--- src/rtl/mon_rx_pkg.sv ---
package mon_rx_pkg;
  localparam int NSLOT = 2;

  typedef enum logic [1:0] {
    ACK_IDLE  = 2'd0,
    ACK_ON    = 2'd1,
    ACK_GAP   = 2'd2,
    ACK_ABORT = 2'd3
  } ack_state_e;

  // active-high view of the selected slot's active-low strobe bit
  function automatic logic mx_active(input logic [NSLOT-1:0] mx_n, input logic sel);
    return ~mx_n[sel];
  endfunction

  function automatic logic in_message(input ack_state_e s);
    return s != ACK_IDLE;
  endfunction

  // states in which a falling strobe carries a new byte
  function automatic logic takes_fall(input ack_state_e s);
    return (s == ACK_ON) || (s == ACK_GAP);
  endfunction
endpackage

--- src/rtl/mon_rx_sampler.sv ---
module mon_rx_sampler
  import mon_rx_pkg::*;
#(
  parameter int DATA_W     = 8,
  parameter int EOM_FRAMES = 2
) (
  input  logic                    clk,
  input  logic                    rst_n,
  input  logic                    frame_stb,
  input  logic                    slot_sel,
  input  logic [NSLOT-1:0]        mx_n_in,
  input  logic [NSLOT*DATA_W-1:0] slot_data,
  output logic                    mx_rise,
  output logic                    mx_fall,
  output logic                    quiet_evt,
  output logic [DATA_W-1:0]       cur_byte
);
  localparam int CNT_W = $clog2(EOM_FRAMES + 1);
  localparam logic [CNT_W-1:0] RUN_MAX  = CNT_W'(EOM_FRAMES);
  localparam logic [CNT_W-1:0] RUN_LAST = CNT_W'(EOM_FRAMES - 1);

  logic [DATA_W-1:0] slot_byte [NSLOT];
  logic              mx_now;
  logic              mx_prev;
  logic [CNT_W-1:0]  quiet_run;

  for (genvar g = 0; g < NSLOT; g++) begin : g_unpack
    assign slot_byte[g] = slot_data[g*DATA_W +: DATA_W];
  end

  assign mx_now    = mx_active(mx_n_in, slot_sel);
  assign cur_byte  = slot_byte[slot_sel];
  assign mx_rise   = frame_stb & mx_now & ~mx_prev;
  assign mx_fall   = frame_stb & ~mx_now & mx_prev;
  assign quiet_evt = frame_stb & ~mx_now & (quiet_run == RUN_LAST);

  always_ff @(posedge clk or negedge rst_n) begin
    if (!rst_n) begin
      mx_prev   <= 1'b0;
      quiet_run <= RUN_MAX;
    end else if (frame_stb) begin
      mx_prev <= mx_now;
      if (mx_now)
        quiet_run <= '0;
      else if (quiet_run != RUN_MAX)
        quiet_run <= quiet_run + 1'b1;
    end
  end
endmodule

--- src/rtl/mon_rx_buffer.sv ---
module mon_rx_buffer #(
  parameter int DATA_W = 8
) (
  input  logic              clk,
  input  logic              rst_n,
  input  logic              cap_req,
  input  logic [DATA_W-1:0] byte_in,
  input  logic              cpu_rd,
  output logic [DATA_W-1:0] rx_data,
  output logic              rx_avail,
  output logic              rx_irq,
  output logic              overrun,
  output logic              ovr_evt
);
  logic take;

  // a read in the same cycle frees the register first
  assign ovr_evt = cap_req & rx_avail & ~cpu_rd;
  assign take    = cap_req & ~ovr_evt;

  always_ff @(posedge clk or negedge rst_n) begin
    if (!rst_n) begin
      rx_data  <= '0;
      rx_avail <= 1'b0;
      rx_irq   <= 1'b0;
      overrun  <= 1'b0;
    end else begin
      rx_irq <= take;
      if (take) begin
        rx_data  <= byte_in;
        rx_avail <= 1'b1;
      end else if (cpu_rd) begin
        rx_avail <= 1'b0;
      end
      if (ovr_evt)
        overrun <= 1'b1;
      else if (cpu_rd)
        overrun <= 1'b0;
    end
  end
endmodule

--- src/rtl/mon_rx_ack.sv ---
module mon_rx_ack
  import mon_rx_pkg::*;
#(
  parameter int GAP_FRAMES = 1
) (
  input  logic clk,
  input  logic rst_n,
  input  logic frame_stb,
  input  logic mx_rise,
  input  logic mx_fall,
  input  logic quiet_evt,
  input  logic ovr_evt,
  input  logic rd_hit,
  output logic cap_req,
  output logic mr_n,
  output logic abort_act,
  output logic eom_irq
);
  localparam int GAP_W = $clog2(GAP_FRAMES + 1);
  localparam logic [GAP_W-1:0] GAP_END = GAP_W'(GAP_FRAMES);

  ack_state_e       state, state_nx;
  logic [GAP_W-1:0] gap_cnt, gap_nx;
  logic             eom_nx;

  assign cap_req = ((state == ACK_IDLE) & mx_rise) | (takes_fall(state) & mx_fall);

  always_comb begin
    state_nx = state;
    gap_nx   = gap_cnt;
    eom_nx   = 1'b0;
    if (quiet_evt && in_message(state)) begin
      state_nx = ACK_IDLE;
      eom_nx   = 1'b1;
    end else if (ovr_evt) begin
      state_nx = ACK_ABORT;
    end else begin
      case (state)
        ACK_IDLE: if (cap_req) state_nx = ACK_ON;
        ACK_ON: begin
          if (rd_hit) begin
            state_nx = ACK_GAP;
            gap_nx   = '0;
          end
        end
        ACK_GAP: begin
          if (rd_hit) begin
            gap_nx = '0;
          end else if (frame_stb) begin
            if (gap_cnt == GAP_END) state_nx = ACK_ON;
            else                    gap_nx   = gap_cnt + 1'b1;
          end
        end
        default: ;
      endcase
    end
  end

  always_ff @(posedge clk or negedge rst_n) begin
    if (!rst_n) begin
      state   <= ACK_IDLE;
      gap_cnt <= '0;
      eom_irq <= 1'b0;
    end else begin
      state   <= state_nx;
      gap_cnt <= gap_nx;
      eom_irq <= eom_nx;
    end
  end

  assign mr_n      = (state != ACK_ON);
  assign abort_act = (state == ACK_ABORT);
endmodule

--- src/rtl/mon_rx.sv ---
module mon_rx
  import mon_rx_pkg::*;
#(
  parameter int DATA_W     = 8,
  parameter int EOM_FRAMES = 2,
  parameter int GAP_FRAMES = 1
) (
  input  logic                    clk,
  input  logic                    rst_n,
  input  logic                    frame_stb,
  input  logic                    slot_sel,
  input  logic [NSLOT-1:0]        mx_n_in,
  input  logic [NSLOT*DATA_W-1:0] slot_data,
  input  logic                    cpu_rd,
  output logic                    mr_n,
  output logic [DATA_W-1:0]       rx_data,
  output logic                    rx_avail,
  output logic                    rx_irq,
  output logic                    eom_irq,
  output logic                    abort_act,
  output logic                    overrun
);
  // named internal events, visible to the bound checker
  logic              mx_rise;
  logic              mx_fall;
  logic              quiet_evt;
  logic [DATA_W-1:0] cur_byte;
  logic              cap_req;
  logic              ovr_evt;
  logic              rd_hit;

  assign rd_hit = cpu_rd & rx_avail;

  mon_rx_sampler #(.DATA_W(DATA_W), .EOM_FRAMES(EOM_FRAMES)) u_sampler (
    .clk       (clk),
    .rst_n     (rst_n),
    .frame_stb (frame_stb),
    .slot_sel  (slot_sel),
    .mx_n_in   (mx_n_in),
    .slot_data (slot_data),
    .mx_rise   (mx_rise),
    .mx_fall   (mx_fall),
    .quiet_evt (quiet_evt),
    .cur_byte  (cur_byte)
  );

  mon_rx_buffer #(.DATA_W(DATA_W)) u_buffer (
    .clk      (clk),
    .rst_n    (rst_n),
    .cap_req  (cap_req),
    .byte_in  (cur_byte),
    .cpu_rd   (cpu_rd),
    .rx_data  (rx_data),
    .rx_avail (rx_avail),
    .rx_irq   (rx_irq),
    .overrun  (overrun),
    .ovr_evt  (ovr_evt)
  );

  mon_rx_ack #(.GAP_FRAMES(GAP_FRAMES)) u_ack (
    .clk       (clk),
    .rst_n     (rst_n),
    .frame_stb (frame_stb),
    .mx_rise   (mx_rise),
    .mx_fall   (mx_fall),
    .quiet_evt (quiet_evt),
    .ovr_evt   (ovr_evt),
    .rd_hit    (rd_hit),
    .cap_req   (cap_req),
    .mr_n      (mr_n),
    .abort_act (abort_act),
    .eom_irq   (eom_irq)
  );
endmodule

--- config.mk ---
export PLATFORM = sky130hd
export DESIGN_NAME = mon_rx
export DESIGN_NICKNAME = d
export VERILOG_FILES = /design/src/rtl/mon_rx_pkg.sv /design/src/rtl/mon_rx_sampler.sv /design/src/rtl/mon_rx_buffer.sv /design/src/rtl/mon_rx_ack.sv /design/src/rtl/mon_rx.sv
export SDC_FILE = /design/constraint.sdc
export NUM_CORES = 1
export LEC_CHECK = 0
export ABC_CLOCK_PERIOD_IN_PS = 2400
export BUFFER_PORTS_ARGS = -buffer_cell sky130_fd_sc_hd__buf_2
export CORE_MARGIN = 4
export CORE_UTILIZATION = 45
export DETAILED_ROUTE_END_ITERATION = 7
export PLACE_DENSITY = 0.78
export SLEW_MARGIN = 25
export SYNTH_ARGS = -nofsm -noshare
export SYNTH_HDL_FRONTEND = slang
export SYNTH_SLANG_ARGS = --single-unit
--- constraint.sdc ---
create_clock -name clk -period 2.4 [get_ports clk]
set_clock_uncertainty 0.1 [all_clocks]
set_input_delay 0.36 -clock clk [delete_from_list [all_inputs] [get_ports clk]]
set_output_delay 0.36 -clock clk [all_outputs]
set_load 0.03 [all_outputs]
==> reports/qor.txt <==
Status -> completed
Syn Inst Count -> 96
Synth Area in Adders -> 8.83%
Initial DRC Count -> 14
DR WL/cell -> 12.6 um
Final Hold Fails -> 0
Placed cell areas -> 1190 sq um
Core ar. -> 2020 sq um
Routed Antenna Nets -> 0
WP data arrival -> 2.11 ns
RD Place Congestion -> 0.789
Synth Area in XOR/XNOR -> 0%
PostCTS Resize Cnt -> 0
Sequential-to-total area share from yosys stat -> 45.5%
TritonCTS buffer count -> 3
Fmax -> 490 MHz
Clk buf depth -> 2
Min Tclk post-route -> 2.04 ns
Htree depth -> 1
Initial antenna violation count -> 0
Kind of critical path -> flip-flop to flip-flop
Area grow syn2layout -> 24.2%
Top Ports -> 37
Pwr dens -> 1120 nW/um^2
Flops & latches, synth -> 18
Vias in the first global route -> 750
Compound-Gate Fraction of Synth Area -> 16.0%
DIE AREA -> 3020 sq um
Setup TNS -> 0 ns
Largest net degree at the start of global routing -> 19
Final setup viols -> 0
Gr usage total -> 15.5%
Multiplexer share of the synthesized area -> 12.1%
Pre-antenna DRT Iters -> 4
Simple-gate portion of the synthesized area -> 11.3%
Critical path capture point type -> flip-flop
Crit start category -> flip-flop
VDD IR max -> 512 uV
Die Wd -> 55.0 um
Share of cells above drive strength 1 -> 34.8%
First-pass GRT wire length -> 3240 um
Count of different cell masters after synthesis -> 28
Syn. warnings -> 0
Post-Syn Area -> 992 sq um
Total Wirelength -> 2040 um
Worst EP required -> 2.47 ns
GR Overflow Total -> 0
Setup repair after global routing missed its margin -> no
Finished layout cell area -> 1230 sq um
Syn Nets -> 126
Worst reg2reg setup slack -> 0.36 ns
TritonCTS clock tree -> built
Final Util -> 61.0%
Total power -> 0.00139 W
Max-cap violations -> 0
Vias per Instance -> 5.16
Antenna Cells -> 0
Final Cycle Share -> 85.1%
DRC -> 0
Largest family of logic cells by synthesized area -> compound AO/OA/AOI/OAI gates
CTS root buffer -> clkbuf_4
Syn_area_per_cell -> 10.3 sq um
Initial core utilization -> 49.1%
P_leak -> 0.642 nW
Filler cell count -> 179
Slew @ Worst Pin -> 0.502 ns
Clk pin slew, worst setup/hold paths -> 0.10 ns
Total clock sinks -> 18
HPWL after DPL -> 1630 um
Fin nets -> 166
Worst-skew pair later-pin latency -> 0.29 ns
Critical Path Fanout Max -> 17
HP Class -> input port to flip-flop
Count of input and output buffers -> 36
Die Y -> 55.0 um
Slew Limit Fails -> 0
Cell row count -> 16
Relative slew margins -> 66.5%
Total number of vias -> 836
-- metrics by stage --
stage,hold WS (ns),std cells,setup slack (ns)
6_report,0.228,162,0.358
5_1_grt,0.223,162,0.183
4_1_cts,0.207,162,0.340
3_5_place_dp,0.209,157,0.341
3_3_place_gp,0.212,157,0.373
2_1_floorplan,-0.0356,96,0.468
-- Yosys cell counts --
library cell,instances,area [sq um]
mux2i_2,1,13.8
buf_2,1,5.00
nand2_1,14,52.6
a41oi_1,2,17.5
a31oi_1,4,25.0
o31ai_1,2,15.0
nor2_1,1,3.75
nand2b_1,3,18.8
o21ai_1,7,35.0
and4bb_2,1,12.5
dfstp_2,1,26.3
a211oi_1,1,7.51
o21ai_0,3,15.0
ha_1,7,87.6
a21oi_1,2,10.0
nor2b_1,1,6.26
dfrtp_1,17,425
o21ai_2,1,8.76
nand3_1,1,5.00
mux2_2,1,11.3
mux2i_1,8,80.1
buf_6,2,22.5
inv_1,9,33.8
or2_1,1,6.26
o2bb2ai_1,2,17.5
mux2_4,1,15.0
o21bai_1,1,7.51
nand3b_1,1,7.51
-- layout by cell type (no fill, tap or decap), types with 3 or more instances in the layout --
master     n
buf_2     36
inv_1      9
mux2i_1    8
ha_1       7
o21ai_1    7
o21ai_0    3
nand2_1   14
dfrtp_1   17
a31oi_1    4
clkbuf_4   3
nand2b_1   3
-- path summary, 6_finish.rpt --
| path | to | cells past startpoint | start |
|---|---|---|---|
| max | u_buffer.rx_data[0]$_DFFE_PN0P_ | 7 | u_ack.state[1]$_DFFE_PN0P_ |
| min | u_buffer.overrun$_DFFE_PN0P_ | 2 | cpu_rd |
| max reg2reg | u_buffer.rx_data[0]$_DFFE_PN0P_ | 7 | u_ack.state[1]$_DFFE_PN0P_ |
| min reg2reg | u_buffer.rx_data[6]$_DFFE_PN0P_ | 2 | u_buffer.rx_data[6]$_DFFE_PN0P_ |
| max in group asynchronous | u_sampler.quiet_run[1]$_DFFE_PN1P_ | 2 | rst_n |
| min in group asynchronous | u_ack.state[0]$_DFFE_PN0P_ | 2 | rst_n |
-- worst max-delay path, stage by stage, from the launching register on --
cell,delay (ns)
dfrtp_1,0.44
inv_1,0.11
ha_1,0.29
nand3_1,0.07
mux2_4,0.30
or2_1,0.40
nand2_1,0.14
o21ai_1,0.07
-- kinds of logic (layout without fill, tap and decap cells) --
logic type,after synthesis,count (layout)
muxes,11,11
AOI/OAI and AO/OA,25,25
buffers and inverters,12,51
DFF,18,18
adders and majority gates,7,7
and+or+nand+nor,23,23
-- where the power goes --
| group | internal (W) | switching, W |
|---|---|---|
| Sequential | 0.000422 | 0.0000829 |
| Clock | 0.0000925 | 0.0000899 |
| Combinational | 0.000248 | 0.000450 |
| Total | 0.000763 | 0.000623 |
-- layer usage --
metal	vias to the layer above	share of wire (%)	GRT usage [%]
li1	413	-	-
met1	398	43	18.0
met2	23	51	25.6
met3	2	4.5	4.56
met4	0	1.3	8.10
met5	-	0	0
-- registers in the layout, summed over array words and instances, names as in the netlist --
register             count
u_sampler.quiet_run      2
u_ack.state              2
u_ack.gap_cnt            1
u_buffer.rx_avail        1
u_ack.eom_irq            1
u_sampler.mx_prev        1
u_buffer.overrun         1
u_buffer.rx_data         8
u_buffer.rx_irq          1
-- repair_timing --
item / in CTS / in global routing
hold buffers: 1 / 0
setup buffers: 0 / 0
hold endpoints to repair: 17 / 0
-- layout make-up --
type | count | area, sq um | area share [%]
multi-input combinational | 66 | 479 | 38.9
sequential | 18 | 452 | 36.6
timing repair buffer | 38 | 198 | 16.0
clock buffer | 4 | 36.3 | 2.94
inverter | 9 | 33.8 | 2.74
tap | 27 | 33.8 | 2.74
(Power assumes the default switching activity.)
